## config.mk

```make
export PLATFORM = sky130hd
export DESIGN_NAME = rookAttackMap
export DESIGN_NICKNAME = d
export VERILOG_FILES = /design/src/rtl/rookmap_pkg.sv /design/src/rtl/sqDecode.sv /design/src/rtl/rayScan.sv /design/src/rtl/rookAttackMap.sv
export SDC_FILE = /design/constraint.sdc
export NUM_CORES = 1
export LEC_CHECK = 0
export ABC_AREA = 1
export BUFFER_PORTS_ARGS = -buffer_cell sky130_fd_sc_hd__buf_4
export CORE_AREA = 5 5 571 573
export DETAILED_ROUTE_END_ITERATION = 8
export DIE_AREA = 0 0 576 578
export GPL_TIMING_DRIVEN = 1
export PLACE_DENSITY = 0.3
export SETUP_SLACK_MARGIN = 0.15
export SKIP_LAST_GASP = 1
export SLEW_MARGIN = 30
export SYNTH_ARGS = -nofsm -noshare
export SYNTH_HDL_FRONTEND = slang
export SYNTH_SLANG_ARGS = --single-unit
```

## constraint.sdc

```tcl
create_clock -name vclk -period 1.2
set_clock_uncertainty 0.15 [all_clocks]
set_input_delay 0.06 -clock vclk [all_inputs]
set_output_delay 0.06 -clock vclk [all_outputs]
set_load 0.05 [all_outputs]
```

## src/rtl/rookmap_pkg.sv

```systemverilog
package rookmap_pkg;
  localparam int BOARD_DIM  = 8;
  localparam int NUM_SQ     = BOARD_DIM * BOARD_DIM;
  localparam int KIND_BITS  = 13;
  localparam int KIND_EMPTY = 0;
  localparam int KIND_WROOK = 4;
  localparam int KIND_BROOK = 10;
  localparam int NUM_DIRS   = 4;
  localparam int NUM_COLS   = 2;

  typedef enum logic [1:0] {
    DIR_NORTH = 2'd0,
    DIR_SOUTH = 2'd1,
    DIR_EAST  = 2'd2,
    DIR_WEST  = 2'd3
  } rayDir_e;

  function automatic int rankStep(rayDir_e d);
    return (d == DIR_NORTH) ? 1 : (d == DIR_SOUTH) ? -1 : 0;
  endfunction

  function automatic int fileStep(rayDir_e d);
    return (d == DIR_EAST) ? 1 : (d == DIR_WEST) ? -1 : 0;
  endfunction
endpackage

```

## src/rtl/sqDecode.sv

```systemverilog
module sqDecode
  import rookmap_pkg::*;
#(
  parameter int SQUARES  = NUM_SQ,
  parameter int GROUP_W  = KIND_BITS,
  parameter int EMPTY_B  = KIND_EMPTY,
  parameter int WROOK_B  = KIND_WROOK,
  parameter int BROOK_B  = KIND_BROOK
) (
  input  logic [SQUARES*GROUP_W-1:0] board,
  output logic [SQUARES-1:0]         emptySq,
  output logic [SQUARES-1:0]         whiteRook,
  output logic [SQUARES-1:0]         blackRook
);
  for (genvar sq = 0; sq < SQUARES; sq++) begin : g_sq
    assign emptySq[sq]   = board[sq*GROUP_W + EMPTY_B];
    assign whiteRook[sq] = board[sq*GROUP_W + WROOK_B];
    assign blackRook[sq] = board[sq*GROUP_W + BROOK_B];
  end
endmodule

```

## src/rtl/rayScan.sv

```systemverilog
module rayScan
  import rookmap_pkg::*;
#(
  parameter int      DIM = BOARD_DIM,
  parameter rayDir_e DIR = DIR_NORTH
) (
  input  logic [DIM*DIM-1:0] emptySq,
  input  logic [DIM*DIM-1:0] rook,
  output logic [DIM*DIM-1:0] attack
);
  localparam int SQUARES = DIM * DIM;
  localparam int SQ_W    = $clog2(SQUARES);
  localparam int DR      = rankStep(DIR);
  localparam int DF      = fileStep(DIR);

  // Sum of products: term k = empty(1..k-1) & rook(k), expanded per square.
  always_comb begin
    logic hit;
    logic clear;
    int   r;
    int   f;
    logic [SQ_W-1:0] idx;
    attack = '0;
    for (int sq = 0; sq < SQUARES; sq++) begin
      hit   = 1'b0;
      clear = 1'b1;
      for (int k = 1; k < DIM; k++) begin
        r = sq / DIM + k * DR;
        f = sq % DIM + k * DF;
        if (r >= 0 && r < DIM && f >= 0 && f < DIM) begin
          idx   = SQ_W'(r * DIM + f);
          hit   = hit | (clear & rook[idx]);
          clear = clear & emptySq[idx];
        end
      end
      attack[sq] = hit;
    end
  end

  // Per-square checks against the neighbour one step out along the line.
  for (genvar sq = 0; sq < SQUARES; sq++) begin : g_chk
    localparam int NR = sq / DIM + DR;
    localparam int NF = sq % DIM + DF;
    if (NR >= 0 && NR < DIM && NF >= 0 && NF < DIM) begin : g_nb
      localparam int NB = NR * DIM + NF;
      always_comb begin
        a_r3_adjacent_rook: assert (!rook[NB] || attack[sq]);
        a_r4_line_recurrence: assert (attack[sq] == (rook[NB] | (emptySq[NB] & attack[NB])));
        a_r5_blocker_stops: assert (emptySq[NB] || rook[NB] || !attack[sq]);
        a_r8_needs_own_rook: assert ((|rook) || !attack[sq]);
      end
    end
  end
endmodule

```

## src/rtl/rookAttackMap.sv

```systemverilog
module rookAttackMap
  import rookmap_pkg::*;
(
  input  logic [NUM_SQ*KIND_BITS-1:0] board,
  output logic [NUM_SQ-1:0]           whiteFromNorth,
  output logic [NUM_SQ-1:0]           whiteFromSouth,
  output logic [NUM_SQ-1:0]           whiteFromEast,
  output logic [NUM_SQ-1:0]           whiteFromWest,
  output logic [NUM_SQ-1:0]           whiteAny,
  output logic [NUM_SQ-1:0]           blackFromNorth,
  output logic [NUM_SQ-1:0]           blackFromSouth,
  output logic [NUM_SQ-1:0]           blackFromEast,
  output logic [NUM_SQ-1:0]           blackFromWest,
  output logic [NUM_SQ-1:0]           blackAny
);
  logic [NUM_SQ-1:0] emptySq;
  logic [NUM_COLS-1:0][NUM_SQ-1:0] rookPlane;
  logic [NUM_COLS-1:0][NUM_DIRS-1:0][NUM_SQ-1:0] rayMap;

  sqDecode #(
    .SQUARES(NUM_SQ), .GROUP_W(KIND_BITS), .EMPTY_B(KIND_EMPTY),
    .WROOK_B(KIND_WROOK), .BROOK_B(KIND_BROOK)
  ) i_sqDecode (
    .board    (board),
    .emptySq  (emptySq),
    .whiteRook(rookPlane[0]),
    .blackRook(rookPlane[1])
  );

  for (genvar c = 0; c < NUM_COLS; c++) begin : g_col
    for (genvar d = 0; d < NUM_DIRS; d++) begin : g_dir
      rayScan #(.DIM(BOARD_DIM), .DIR(rayDir_e'(d))) i_rayScan (
        .emptySq(emptySq),
        .rook   (rookPlane[c]),
        .attack (rayMap[c][d])
      );
    end
  end

  assign whiteFromNorth = rayMap[0][DIR_NORTH];
  assign whiteFromSouth = rayMap[0][DIR_SOUTH];
  assign whiteFromEast  = rayMap[0][DIR_EAST];
  assign whiteFromWest  = rayMap[0][DIR_WEST];
  assign blackFromNorth = rayMap[1][DIR_NORTH];
  assign blackFromSouth = rayMap[1][DIR_SOUTH];
  assign blackFromEast  = rayMap[1][DIR_EAST];
  assign blackFromWest  = rayMap[1][DIR_WEST];
  assign whiteAny = whiteFromNorth | whiteFromSouth | whiteFromEast | whiteFromWest;
  assign blackAny = blackFromNorth | blackFromSouth | blackFromEast | blackFromWest;

  // a lone rook never marks its own square.
  always_comb begin
    a_r6_not_self: assert (!($countones(rookPlane[0]) == 1 && (|(rookPlane[0] & whiteAny))));
  end
endmodule

```

---- Word-level counts from Yosys, hierarchy flattened ----
Cells that the tools add are included.
cells by class
  bitwise operators ....................... 3094
operator list
  kind                          count
  bitwise AND 1 bit             1744
  bitwise OR 1 bit              1344
  bitwise OR 56 x 64 -> 64 bit  2
  bitwise OR 64 x 63 -> 64 bit  2
  bitwise OR 64 bit             2
word-level totals
  register bits ........................... 0
  input port bits ......................... 832
  output and inout bits ................... 640
  word-level logic and storage cells ...... 3094

---- Logic depth before layout (Yosys ltp) ----
  depth after elaboration ................. 10
  gate-level depth with buffers ........... 9
  mapped depth without buffers ............ 8

---- Cells and area by module ----
From an unflattened synthesis, not the netlist that was laid out.
second synthesis, totals
  cells, all modules ...................... 2792
  area total of the unflattened synthesis .. 13400.4 um^2
by module, submodules not included
  module                                     instances  cells each  area each (um^2)  sequential area each (um^2)
  rayScan (g_col[0].g_dir[1].i_rayScan ...)  2          323         1501.4            0.0
  rayScan (g_col[0].g_dir[0].i_rayScan ...)  2          281         1357.6            0.0
  rayScan (g_col[0].g_dir[2].i_rayScan ...)  2          287         1307.5            0.0
  rayScan (g_col[0].g_dir[3].i_rayScan ...)  2          217         1092.3            0.0
  rookAttackMap                              1          384         1441.4            0.0
  sqDecode                                   1          192         1441.4            0.0

---- Least setup slack after synthesis ----
Ideal clock, no wire load.
  path kind ............................... input -> output
  from .................................... input board[754]
  to ...................................... output whiteAny[62]
  arrival time ............................ 2409 ps
  data required time ...................... 990 ps
  slack ................................... -1419 ps
  stages on the path ...................... 7
  buffers on the path ..................... 1
  cell sequence ........................... buf_4 nand2_1 o21ai_0 nand2_1 nand2_1 nor2_1 nand2_1
between the ends
  word-level cells in the longest chain between the ends .. 5
  elaborated cells between the ends (all ways) .. 7
  those cells by class .................... 7 x bitwise
RTL lines
  element                                                       RTL line                      RTL
  start, declared                                               rookAttackMap.sv:4            input logic [NUM_SQ*KIND_BITS-1:0] board,
  bitwise AND 1 bit (*)                                         rayScan.sv:33                 clear = clear & emptySq[idx];
  bitwise AND 1 bit, on equally long branches                   rayScan.sv:32, rayScan.sv:33
  bitwise OR 1 bit / bitwise AND 1 bit (equally long branches)  rayScan.sv:32                 hit = hit | (clear & rook[idx]);
  bitwise OR 1 bit (*)                                          rayScan.sv:32
  via whiteFromWest[62]                                         rookAttackMap.sv:8            output logic [NUM_SQ-1:0] whiteFromWest,
  bitwise OR 64 bit (*)                                         rookAttackMap.sv:48           assign whiteAny = whiteFromNorth | whiteFromSouth | whiteFromEast | whiteFromWest;
  end, declared                                                 rookAttackMap.sv:9            output logic [NUM_SQ-1:0] whiteAny,
Mark *: on every way through the listed nets, which the timed path passes. The rest lies on a longest branch.

---- Worst setup path after layout ----
  from .................................... input board[218]
  to ...................................... output blackAny[19]
between the ends
  word-level cells in the longest chain between the ends .. 3
RTL lines
  element            RTL line             RTL
  bitwise AND 1 bit  rayScan.sv:32
  bitwise OR 1 bit   rayScan.sv:32
  bitwise OR 64 bit  rookAttackMap.sv:49  assign blackAny = blackFromNorth | blackFromSouth | blackFromEast | blackFromWest;
  end, declared      rookAttackMap.sv:14  output logic [NUM_SQ-1:0] blackAny
Every way passes these cells.

==> results.cfg <==
[synthesis]
yosys-mux-area-fraction = 0
ys_seq_area_frac = 0
synth_area_leaders = nand2_1, inv_1, nor2_1
yosysTopAreaCellShare = 0.274
synthXorXnorAreaFrac = 0
synthCells = 2560
yosysTopAreaCell = nand2_1
synth.distinct_cells = 30
synth_top_family_by_area = simple AND/OR/NAND/NOR gates
netlist_area_um2 = 11100
yosys_warnings = 0
yosys.area_share.adder = 0
synth_compound_area_frac = 0.173
synthSimpleGateAreaFrac = 0.537
ys_top_cells_by_count = nand2_1, inv_1, nor2_1
synth.most_common_cell = nand2_1
avgSynthCellArea_um2 = 4.35

[pwr]
fin_total_pwr_w = 0.0285
switchingPower_w = 0.0166
internal_power_w = 0.0119
power.density_nw_per_um2 = 519
p_seq_frac = 0
p_leak_nw = 23.0
pwr-share-clk = 0
vdd_drop_max_mv = 0.280
comb_power_share = 1.000
switching_share = 0.583

[layout]
regArea_um2 = 0
drive_above_1_share = 0.870
area_delta_synth_final_pct = 393
layout.cells.non_filler = 8869
stdcell_area_um2 = 54900
n_sequential_cell = 0
nClkBuffers = 0
fin_nets = 5494

[drt]
wl_met2_mm = 109
firstDrtPassIters = 4
wl_met1_mm = 110
drtAntennaViolNets = 0
vias = 25500
drc_errors = 0
wl_per_cell_um = 27.3
met3_wirelength_mm = 16.4
vias_per_cell = 2.87
drt-total-wl_mm = 242
highest_layer = met5
drt_iter0_markers = 1188

[run]
max-cap-violations = 0

[sta]
slew_viol_final = 0
fin_crit_ps = 1600
hold_viol = 0
fin_ws_ps = -396
rsz0062_at_grt = true
max_freq_ghz = 0.626
setup_violations = 452
finalCritPeriodShare = 1.33
finalSetupTns_ps = -87880

[placed_design]
dpl.hpwl_mm = 224
gp_congestion = 0.893
placed_cell_area_um2 = 37100
dp_cells = 8513
numPortBuffers = 764

[worst_setup_path]
cp.arrival_ps = 1390
cp-end-kind = output pin
cp-start-kind = input port
required_ps = 990
critPathMaxFanout = 3
critPathKind = in2out

[grt]
grt_use_total = 0.140
grt_pass1_vias = 27200
overflow = 0
grt_pass1_wl_mm = 301
grt_antenna_before_repair = 36
grt_max_degree = 12

[floorplanning]
start_util = 0.0348
die_h_um = 578
dieArea_um2 = 333000
die_width_um = 576
rows = 208
core-area_um2 = 320000
pin_count = 1472

[min_path]
whs_path_depth = 2
hold_class = in2out
hold_end = whiteFromWest[41]
hold_start = board[524]

[cts]
hold_buffers = 0

[run_status]
status = finished, violations left
violations = setup timing
power by group through the flow:
| stage | Clock [W] | Sequential, W | Combinational (W) |
|---|---|---|---|
| 3_5_place_dp | 0 | 0 | 0.0213 |
| 5_1_grt | 0.000000000227 | 0 | 0.0296 |
| 2_1_floorplan | 0 | 0 | 0.0101 |
| 3_3_place_gp | 0 | 0 | 0.0213 |
| 4_1_cts | 0 | 0 | 0.0281 |
| 6_report | 0.000000000840 | 0 | 0.0285 |
cell usage in the layout (no fill, tap or decap), types with 20 or more instances in the layout:
| cell | Yosys | final |
|---|---|---|
| o21ai_1 | 3 | 25 |
| nor2_2 | 4 | 84 |
| buf_6 | 4 | 620 |
| inv_1 | 499 | 96 |
| inv_4 | 0 | 152 |
| buf_4 | 149 | 836 |
| buf_8 | 0 | 309 |
| clkinvlp_4 | 0 | 61 |
| nand2_4 | 0 | 266 |
| nand2_8 | 0 | 136 |
| conb_1 | 1 | 64 |
| nor2_4 | 1 | 272 |
| a21oi_4 | 0 | 119 |
| nand3_1 | 206 | 41 |
| nor2_1 | 432 | 81 |
| o21ai_4 | 0 | 58 |
| nand2_2 | 3 | 177 |
| nand3_2 | 0 | 60 |
| inv_2 | 0 | 134 |
| a21oi_2 | 2 | 57 |
| nand3_4 | 0 | 105 |
| buf_12 | 0 | 433 |
| o21ai_2 | 2 | 50 |
| a21oi_1 | 204 | 30 |
| inv_6 | 0 | 26 |
| buf_16 | 0 | 30 |
| inv_8 | 0 | 20 |
| nand2_1 | 813 | 237 |
timing repair:
item,CTS,global route
endpoints found under the hold margin,0,0
buffers inserted,267,72
gates resized for setup,3533,337
cloned,11,0
pin swaps,755,267
setup endpoints to repair,514,504
kinds of logic after synthesis:
group | Yosys count
other | 1
AND/OR/NAND/NOR | 1496
buffers and inverters | 693
AO/OA/AOI/OAI | 370
through the flow:
step,utilization,hold slack [ps],setup WS (ps)
2_1_floorplan,-,103,-531
3_5_place_dp,0.116,315,-851
4_1_cts,0.165,281,-369
5_1_grt,0.172,286,-399
3_3_place_gp,0.116,313,-1830
6_report,0.172,282,-396
area by class of cell:
cell class                      count  area (um2)
Fill cell                       36000      265000
Antenna cell                        9        22.5
Tap cell                         4200        5260
Timing Repair Buffer             2231       27500
Multi-Input combinational cell   1930       19300
Inverter                          499        2860
worst max path at each step:
stage	start	end	slack (ps)	cells after the start
3_3_place_gp	board[702]	whiteAny[62]	-1830	9
4_1_cts	board[676]	blackAny[55]	-370	11
6_report	board[218]	blackAny[19]	-400	9
5_1_grt	board[192]	blackAny[30]	-400	11
2_1_floorplan	board[663]	whiteFromNorth[11]	-530	5
3_5_place_dp	board[806]	blackAny[63]	-850	7
critical path, cell delays in order:
cell        delay [ps]
buf_8              100
clkinvlp_4         230
nor2_4              90
nor2_4             210
clkinvlp_4         170
buf_8              160
nor3_4             110
nand2_2             70
buf_8              150
per-layer routing:
metal  global-route usage  up-vias
met5                    0        -
met4               0.0289       12
li1                     -    12000
met3               0.0368      120
met1                0.186    12500
met2                0.226      884
Note: power is estimated with default switching activity, not from simulation.
